**src/rtl/dch_access_arbiter.sv**
```systemverilog
`timescale 1ns/1ps
module dch_access_arbiter #(
  parameter int CNT_W    = 4,
  parameter int CLS1_THR = 8,
  parameter int CLS2_THR = 10,
  parameter int LOW_STEP = 1
) (
  input  logic clk,
  input  logic rst,
  input  logic d_strobe,
  input  logic d_up,
  input  logic info3_active,
  input  logic if_enable,
  input  logic force_act,
  input  logic force_d,
  input  logic class_sel,
  input  logic pkt_done,
  output logic grant,
  output logic e_echo
);
  localparam logic [CNT_W-1:0] CNT_MAX = {CNT_W{1'b1}};

  logic [CNT_W-1:0] ones_cnt, cnt_next;
  logic             lowered, won_by_count;

  wire forced      = !if_enable || !info3_active || force_act || force_d;
  wire release_now = grant && pkt_done;

  wire [CNT_W-1:0] thr_norm = class_sel ? CNT_W'(CLS2_THR) : CNT_W'(CLS1_THR);
  wire [CNT_W-1:0] thr_low  = thr_norm + CNT_W'(LOW_STEP);
  wire [CNT_W-1:0] thr_now  = lowered ? thr_low : thr_norm;

  always_comb begin
    cnt_next = ones_cnt;
    if (d_strobe) begin
      if (!d_up)                 cnt_next = '0;
      else if (ones_cnt != CNT_MAX) cnt_next = ones_cnt + 1'b1;
    end
  end

  wire run_hit_now = d_strobe && d_up && (cnt_next >= thr_now);
  wire run_hit_low = d_strobe && d_up && (cnt_next >= thr_low);

  always_ff @(posedge clk) begin
    if (rst) begin
      grant        <= 1'b0;
      won_by_count <= 1'b0;
      lowered      <= 1'b0;
      ones_cnt     <= '0;
    end else if (release_now) begin
      grant        <= 1'b0;
      won_by_count <= 1'b0;
      ones_cnt     <= '0;
      if (won_by_count) lowered <= 1'b1;
    end else begin
      ones_cnt <= cnt_next;
      if (lowered && run_hit_low) lowered <= 1'b0;
      if (!grant) begin
        if (forced) begin
          grant        <= 1'b1;
          won_by_count <= 1'b0;
        end else if (run_hit_now) begin
          grant        <= 1'b1;
          won_by_count <= 1'b1;
        end
      end
    end
  end

  assign e_echo = force_d ? ~d_up : d_up;

  p_forced_grant_r1: assert property (@(posedge clk) disable iff (rst)
    ((!if_enable || !info3_active || force_act) && !(grant && pkt_done)) |=> grant);

  p_force_d_grant_r2: assert property (@(posedge clk) disable iff (rst)
    (force_d && !(grant && pkt_done)) |=> grant);

  p_hold_r8: assert property (@(posedge clk) disable iff (rst)
    (grant && !pkt_done) |=> grant);

  p_release_r8: assert property (@(posedge clk) disable iff (rst)
    (grant && pkt_done) |=> (!grant && ones_cnt == '0));

  p_zero_clears_r6: assert property (@(posedge clk) disable iff (rst)
    (d_strobe && !d_up) |=> (ones_cnt == '0));

  p_no_wrap_r6: assert property (@(posedge clk) disable iff (rst)
    (d_strobe && d_up && ones_cnt == CNT_MAX && !(grant && pkt_done)) |=> (ones_cnt == CNT_MAX));

  p_idle_stable_r6: assert property (@(posedge clk) disable iff (rst)
    (!d_strobe && !(grant && pkt_done)) |=> $stable(ones_cnt));

  p_lower_after_win_r5: assert property (@(posedge clk) disable iff (rst)
    (grant && pkt_done && won_by_count) |=> lowered);

  p_reset_state_r9: assert property (@(posedge clk)
    rst |=> (!grant && !lowered && ones_cnt == '0));
endmodule

```
**config.mk**
```make
export PLATFORM = sky130hd
export DESIGN_NAME = dch_access_arbiter
export DESIGN_NICKNAME = d
export VERILOG_FILES = /design/src/rtl/dch_access_arbiter.sv
export SDC_FILE = /design/constraint.sdc
export NUM_CORES = 1
export LEC_CHECK = 0
export ABC_AREA = 1
export BUFFER_PORTS_ARGS = -buffer_cell sky130_fd_sc_hd__clkbuf_2
export CAP_MARGIN = 20
export CORE_AREA = 2 2 39 41
export DETAILED_ROUTE_END_ITERATION = 7
export DIE_AREA = 0 0 41 43
export PLACE_DENSITY = 0.54
export SLEW_MARGIN = 5
export SYNTH_ARGS = -nofsm -noshare
export SYNTH_HDL_FRONTEND = slang
export SYNTH_SLANG_ARGS = --single-unit
```
**constraint.sdc**
```tcl
create_clock -name clk -period 2.3 [get_ports clk]
set_input_delay 0.23 -clock clk [delete_from_list [all_inputs] [get_ports clk]]
set_output_delay 0.23 -clock clk [all_outputs]
set_load 0.05 [all_outputs]
```
== Yosys cells after proc, flatten, opt, wreduce, memory -nomap -nowiden ==
Index checks and enable logic that the tools add are counted.

* Add/sub/neg operators: 2
* Magnitude comparators: 2
* Eq/ne operators: 2
* Mux-type cells: 14
* Bitwise gates (word level): 2
* Reductions and logical operators: 15

{| class="wikitable"
|+ Operators with widths
! cell !! count
|-
| $mux 4 || 4
|-
| $mux 1 || 9
|-
| $add 4x1->4 const B || 2
|-
| $ge 4x4->1 || 2
|-
| $logic_and 1x1->1 || 5
|-
| $ne 4x4->1 const B || 1
|-
| $reduce_and 2->1 || 2
|-
| $reduce_bool 2->1 || 2
|-
| $logic_or 1x1->1 || 3
|-
| $logic_not 1->1 || 2
|-
| $mux 2 || 1
|-
| $ne 2x2->1 const B || 1
|-
| $not 1->1 || 2
|-
| $reduce_or 2->1 || 1
|}

* Bits in registers: 7
* Bits of input ports: 10
* Word-level logic and storage cells: 41

== Logic depth before layout (Yosys ltp) ==
Gate-level depths: netlist of the first run.

* Depth after elaboration: 9
* Gate-level depth with buffers: 14
* Gate-level depth less buffers: 14

== Worst setup path before layout of the first run ==
No wires, ideal clock.

* Kind: register -> register
* Start: register ones_cnt[1]
* End: register grant
* Setup time: 114 ps
* Data arrival time: 1,749 ps
* Data required time: 2,186 ps
* Slack: 437 ps
* Cell stages (with the launch flop): 15
* Path buffers: 0
* Period minus slack after synthesis: 1,863 ps
* Cells stage by stage: dfxtp_1 > ha_1 > nand3_2 > xor2_1 > o22ai_1 > inv_1 > ha_1 > nand3_1 > nand2_1 > nand2_1 > nand2_1 > nand2_1 > nand2_1 > o21ai_1 > inv_1

* Cells in the longest elaborated chain, start to end: 9
* Elaborated cells between the ends (all ways): 10
* Those cells by class: add/sub (1); order compare (1); eq/ne (1); mux (6); reduce/logical (1)

{| class="wikitable"
|+ RTL lines
! item !! RTL line !! RTL
|-
| start: declaration || 23 || <nowiki>logic [CNT_W-1:0] ones_cnt, cnt_next;</nowiki>
|-
| start signal: assignment || 56 || <nowiki>ones_cnt <= cnt_next;</nowiki>
|-
| $add 4x1->4 / $ne 4x4->1 (equally long branches) || 37 || <nowiki>else if (ones_cnt != CNT_MAX) cnt_next = ones_cnt + 1'b1;</nowiki>
|-
| $mux 4 || 37 ||
|-
| $mux 4 || 36 || <nowiki>if (!d_up) cnt_next = '0;</nowiki>
|-
| $mux 4 (*) || 35 || <nowiki>if (d_strobe) begin</nowiki>
|-
| $ge 4x4->1 (*) || 41 || <nowiki>wire run_hit_now = d_strobe && d_up && (cnt_next >= thr_now);</nowiki>
|-
| $logic_and 1x1->1 (*) || 41 ||
|-
| $mux 1 (*) || 62 || <nowiki>end else if (run_hit_now) begin</nowiki>
|-
| $mux 1 (*) || 59 || <nowiki>if (forced) begin</nowiki>
|-
| $mux 1 (*) || 58 || <nowiki>if (!grant) begin</nowiki>
|-
| end signal: assignment || 46 || <nowiki>grant <= 1'b0;</nowiki>
|-
| end signal: assignment || 60 || <nowiki>grant <= 1'b1;</nowiki>
|-
| end signal: assignment || 63 || <nowiki>grant <= 1'b1;</nowiki>
|-
| end: declaration || 18 || <nowiki>output logic grant,</nowiki>
|}

Every way passes the cells marked *; elsewhere a longest branch is shown, timed or not.
A chain may end at the register's enable or synchronous reset.

== Worst setup path after layout of the first run ==
Ends and elaborated chain as after synthesis.

==> results of run 1 <==
## worst paths after layout
kind                            slack (ps)  cells past startpoint          from      endpoint
worst max-delay path                   270                     14   ones_cnt[1]         grant
worst min-delay path                   250                      4           rst       lowered
worst max register to register         270                     14   ones_cnt[1]         grant
worst min register to register         480                      2  won_by_count  won_by_count
## report_power, final
| group | internal, uW | switching [uW] |
|---|---|---|
| sequential | 125 | 2.91 |
| clock | 66.1 | 44.2 |
| combinational | 18.0 | 33.1 |
## cells by family (layout without fill, tap and decap cells)
kind of cell             Yosys count  in the layout  share of synthesized area (%)
adder cells (fa/ha/maj)            3              3                           8.55
AO/OA/AOI/OAI                     13             13                           17.9
AND/OR/NAND/NOR                   29             29                           28.2
flip-flops                         7              7                           31.9
buffers and inverters             11             26                           9.40
XOR/XNOR                           2              2                           3.99
## final cells by class
type,instances,area [sq um]
Multi-Input combinational cell,47,264
Sequential cell,7,140
Clock buffer,4,26.3
Inverter,11,41.3
Tap cell,16,20.0
Fill cell,159,837
Timing Repair Buffer,11,55.1
## repair_timing
item	4_1_cts	5_1_grt
setup endpoints to repair	0	1
resized for setup	0	1
hold buffers	0	0
## cell usage after synthesis
cell type,number
a31oi_2,1
xor2_1,2
nand2_1,18
nor2_2,1
o22ai_1,1
nor3_1,1
a21oi_1,4
nand4_1,1
nor2_1,5
inv_1,11
o21ai_0,4
ha_1,3
o21ai_1,1
nand3_2,1
a21oi_2,1
a31oi_1,1
nand3_1,2
dfxtp_1,7
## sequential cells by signal, indices dropped and copies added (netlist names)
| name | flops |
|---|---|
| lowered | 1 |
| grant | 1 |
| won_by_count | 1 |
| ones_cnt | 4 |
## critical path: cells and delay by family (launching register included)
kind / cells / cell delay (ps)
adders and majority gates: 2 / 510
and+or+nand+nor: 7 / 480
DFF: 1 / 390
AOI/OAI and AO/OA: 2 / 250
xor gates and xnor gates: 1 / 180
buffers and inverters: 2 / 130
## metal layers
layer	up-vias	GRT usage [%]	part of all wire [%]
met3	2	3.14	2.3
met5	-	0	0
met2	5	19.7	47
met1	199	15.7	49
li1	243	-	-
met4	0	8.00	1.3
## metrics by stage
step / util [%] / area [sq um]
6_report: 39.5 / 547
5_1_grt: 39.5 / 547
4_1_cts: 39.1 / 541
3_5_place_dp: 37.2 / 514
3_3_place_gp: 37.2 / 514
2_1_floorplan: - / 439
==> impl_metrics.yaml, run 1 <==
clock_network:
  cts_setup_buffers: 0
  clkTransAtPathRegs_ps: 50
  cts.sinks: 7
  cts_buffers: 3
  cts.htree.levels: 1
  cts-root-buf: "clkbuf_4"
  cts_tree: "built"
  clockBufferDepth: 2
  clkLatencyLatePin_ps: 250
floorplan:
  dieHeight_um: 43
  start_util_pct: 31.7
  die-area_sq_um: 1760
  core-area_sq_um: 1380
  die_w_um: 41
  io_pins: 12
  row_count: 14
sta:
  finalHoldWorstSlack_ps: 248
  rsz0062_at_grt: "no"
  finalHoldViolCount: 0
  finalClockSkew_ps: 5.23
  fin_ws_ps: 268
  finalSetupTns_ps: 0
  period_minus_slack_ps: 2030
  timing.fmax_mhz: 492
  finalSetupViolCount: 0
  worst-slew-pin-transition_ps: 265
  slew_violations: 0
  max_slew_margin_pct: 82.3
  min_period_over_period_pct: 88.3
critical_path:
  path_common_cell: "nand2_1"
  cpPeakStageDelay_ps: 390
  crit_arrival_ps: 2180
  crit_type: "flop to flop"
  start_kind: "flop"
  critPathRequiredTime_ps: 2450
  crit_path_top_delay_cell: "dfxtp_1"
  endpoint_kind: "flop"
  cp_max_fo: 5
  path_cells: "ha_1 -> nand3_2 -> xor2_1 -> o22ai_2 -> inv_1 -> ha_1 -> nand3_1 -> nand2_1 -> nand2_1 -> nand2_1 -> nand2_1 -> nand2_1 -> o21ai_1 -> inv_1"
power_and_ir_drop:
  finalPower_uw: 290
  ir_drop_uv: 392
  leakage_uw: 0.000269
  p_per_area_nw_per_um2: 530
placed_design:
  dp.cells: 92
  post-place-ws_ps: 213
  portBuffers: 11
  dp_hpwl_um: 727
  gp_congestion: 0.712
global_route:
  track_usage_pct: 13.0
  grt_pass1_vias: 415
  gr-total-overflow: 0
  grt_max_degree: 7
  grt_first_pass_wirelength_mm: 1.55
  antenna_found_initial: 0
final_layout:
  num_antenna_cells: 0
  layout.cells.non_filler: 96
  mostFrequentLayoutCell: "nand2_1"
  drive_above_1_share_pct: 23.8
  mostFrequentLayoutCells: "nand2_1, inv_1, clkbuf_2, dfxtp_1, nor2_1"
  area.growth.synth_to_final_pct: 24.5
  layout.nets: 94
synth:
  synth_top_cell_by_area: "dfxtp_1"
  yosysTopAreaCellShare_pct: 31.9
  ys_types: 18
  syn-cell-area_sq_um: 439
  synth_warnings: 0
  yosysSeqAreaShare_pct: 31.9
  syn_inst: 65
  synth_nets: 78
  synth_area_per_cell_sq_um: 6.76
  ys_seq_elements: 7
  synth.area.top_cells: "dfxtp_1, nand2_1, inv_1"
detailed_routing:
  wirelength_um: 900
  drt-initial-drc-count: 2
  avgViaCountPerCell: 4.68
  drcViolationCount: 0
  wl_per_cell_um: 9.38
  vias: 449
  ant_nets: 0
  first_pass_iters: 2
min_path:
  hold_path.class: "input pin to flop"
job:
  drv_cap: 0
run_status:
  status: "finished clean"
Note: power is estimated with default switching activity, not from simulation.
==> run 2: changes to the inputs <==
--- a/config.mk
+++ b/config.mk
@@ -11,7 +11,7 @@
 export CORE_AREA = 2 2 39 41
 export DETAILED_ROUTE_END_ITERATION = 7
 export DIE_AREA = 0 0 41 43
-export PLACE_DENSITY = 0.54
+export PLACE_DENSITY_LB_ADDON = 0.25
 export SLEW_MARGIN = 5
 export SYNTH_ARGS = -nofsm -noshare
 export SYNTH_HDL_FRONTEND = slang
==> constraint.sdc (replaced) <==
create_clock -name clk -period 2.2 [get_ports clk]
set_input_delay 0.22 -clock clk [delete_from_list [all_inputs] [get_ports clk]]
set_output_delay 0.22 -clock clk [all_outputs]
set_load 0.05 [all_outputs]
==> run 2 against run 1 <==
  * Clock power up 12%
  * Final cell count up 1.0%
  * Sequential power up 5%
  * Die area unchanged
  * First-iteration DRC count up 100%
  * Sequential share of layout area down 0.17 points
  * Design area up 0.69%
==> impl_metrics.yaml, run 2 (synthesis results as in run 1) <==
final_layout:
  drive_above_1_share_pct: 24.7
  largest_reg_flops: 4
  area.growth.synth_to_final_pct: 25.4
  num_antenna_cells: 0
  mostFrequentLayoutCell: "nand2_1"
  top_register: "ones_cnt"
  mostFrequentLayoutCells: "nand2_1, inv_1, clkbuf_2, dfxtp_1, nor2_1"
  layout.nets: 95
clock_network:
  ctsHoldBuffers: 0
  clockBufferDepth: 2
  clkTransAtPathRegs_ps: 50
  cts.htree.levels: 1
  clkLatencyLatePin_ps: 260
  cts-root-buf: "clkbuf_4"
  cts.sinks: 7
  cts_buffers: 3
  cts_tree: "built"
critical_path:
  path_common_cell: "nand2_1"
  r2r-end: "grant"
  reg2reg_depth: 14
  crit_type: "flop to flop"
  path_cells: "ha_2 -> nand3_2 -> xor2_1 -> o22ai_1 -> inv_1 -> ha_1 -> nand3_1 -> nand2_1 -> nand2_1 -> nand2_1 -> nand2_1 -> nand2_1 -> o21ai_1 -> inv_1"
  cpPeakStageDelay_ps: 360
  reg2reg_slack_ps: 180
  worstReg2RegStart: "ones_cnt[0]"
  cp_max_fo: 4
  start_kind: "flop"
  crit_arrival_ps: 2180
  cp_top_family: "adder cells"
  endpoint_kind: "flop"
  critPathRequiredTime_ps: 2360
  setup.worst_path.start: "ones_cnt[0]"
  path_buf_inv: 2
  cp_num_cells: 14
  endpoint: "grant"
  crit_path_top_delay_cell: "dfxtp_1"
job:
  drv_cap: 0
global_route:
  track_usage_pct: 13.0
  antenna_found_initial: 0
  grt_max_degree: 7
  grt_pass1_vias: 393
  grt_first_pass_wirelength_mm: 1.50
  gr-total-overflow: 0
min_path:
  hold_path.class: "input pin to flop"
placed_design:
  portBuffers: 11
  dp_hpwl_um: 697
  gp_congestion: 0.712
  post-place-ws_ps: 186
detailed_routing:
  first_pass_iters: 5
  vias: 446
  ant_nets: 0
  drcViolationCount: 0
  wirelength_um: 903
  drt-initial-drc-count: 4
  wl_per_cell_um: 9.31
  avgViaCountPerCell: 4.60
power_and_ir_drop:
  p_per_area_nw_per_um2: 563
  ir_drop_uv: 318
  leakage_uw: 0.000271
sta:
  max_slew_margin_pct: 81.7
  slew_violations: 0
  rsz0062_at_grt: "no"
  period_minus_slack_ps: 2020
  fin_ws_ps: 176
  worst-slew-pin-transition_ps: 276
  finalSetupViolCount: 0
  finalHoldViolCount: 0
  finalSetupTns_ps: 0
  finalClockSkew_ps: 1.54
  min_period_over_period_pct: 92.0
  timing.fmax_mhz: 494
floorplan:
  dieHeight_um: 43
  die-area_sq_um: 1760
  io_pins: 12
  row_count: 14
  die_w_um: 41
  core-area_sq_um: 1380
  start_util_pct: 31.7
run_status:
  status: "finished clean"
==> run 2: changes by cell type in the layout (fill, tap and decap cells not counted), sizes merged <==
cell	change
buf	+1
==> run 2: how the worst min path moves through the flow <==
stage	from	to	cells past startpoint
after floorplan	rst	lowered	3
after global placement	won_by_count	won_by_count	2
after detailed placement	won_by_count	won_by_count	2
after CTS	rst	lowered	4
after global routing	rst	lowered	4
final	rst	lowered	4
==> run 2: where the power goes <==
group,switching [uW],internal (uW)
logic,34.1,18.7
clock network,53.5,69.6
registers,2.98,131
total,90.6,219
==> run 2: final cells by class <==
class / instances / area [sq um]
clock buffer: 4 / 26.3
multi-input combinational: 47 / 260
timing repair buffer: 12 / 62.6
sequential: 7 / 140
inverter: 11 / 41.3
fill: 144 / 833
tap: 16 / 20.0
==> run 2: worst min-delay path, cell delays in order <==
cell and delay, ps:
clkbuf_2 70, inv_1 40, o21ai_0 70, a31oi_1 50
==> run 2: metal layers <==
metal	up-vias	share of wire, %	track usage (%)
li1	241	-	-
met3	5	3.3	3.14
met5	-	0	0
met1	190	47	15.9
met4	0	3.7	12.0
met2	10	46	17.5
==> run 2: timing repair <==
action / in CTS / in global routing
setup buffers: 0 / 0
endpoints found under the setup margin: 0 / 1
resized for setup: 0 / 1
==> run 2: metrics by stage <==
| step | area, sq um | util [%] | total power, uW | hold WS (ps) | std cells |
|---|---|---|---|---|---|
| after floorplan | 439 | - | 172 | 390 | 65 |
| after global placement | 522 | 37.7 | 189 | 465 | 93 |
| after detailed placement | 522 | 37.7 | 190 | 465 | 93 |
| after CTS | 548 | 39.6 | 315 | 236 | 97 |
| after global routing | 551 | 39.8 | 326 | 251 | 97 |
| final | 551 | 39.8 | 310 | 238 | 97 |
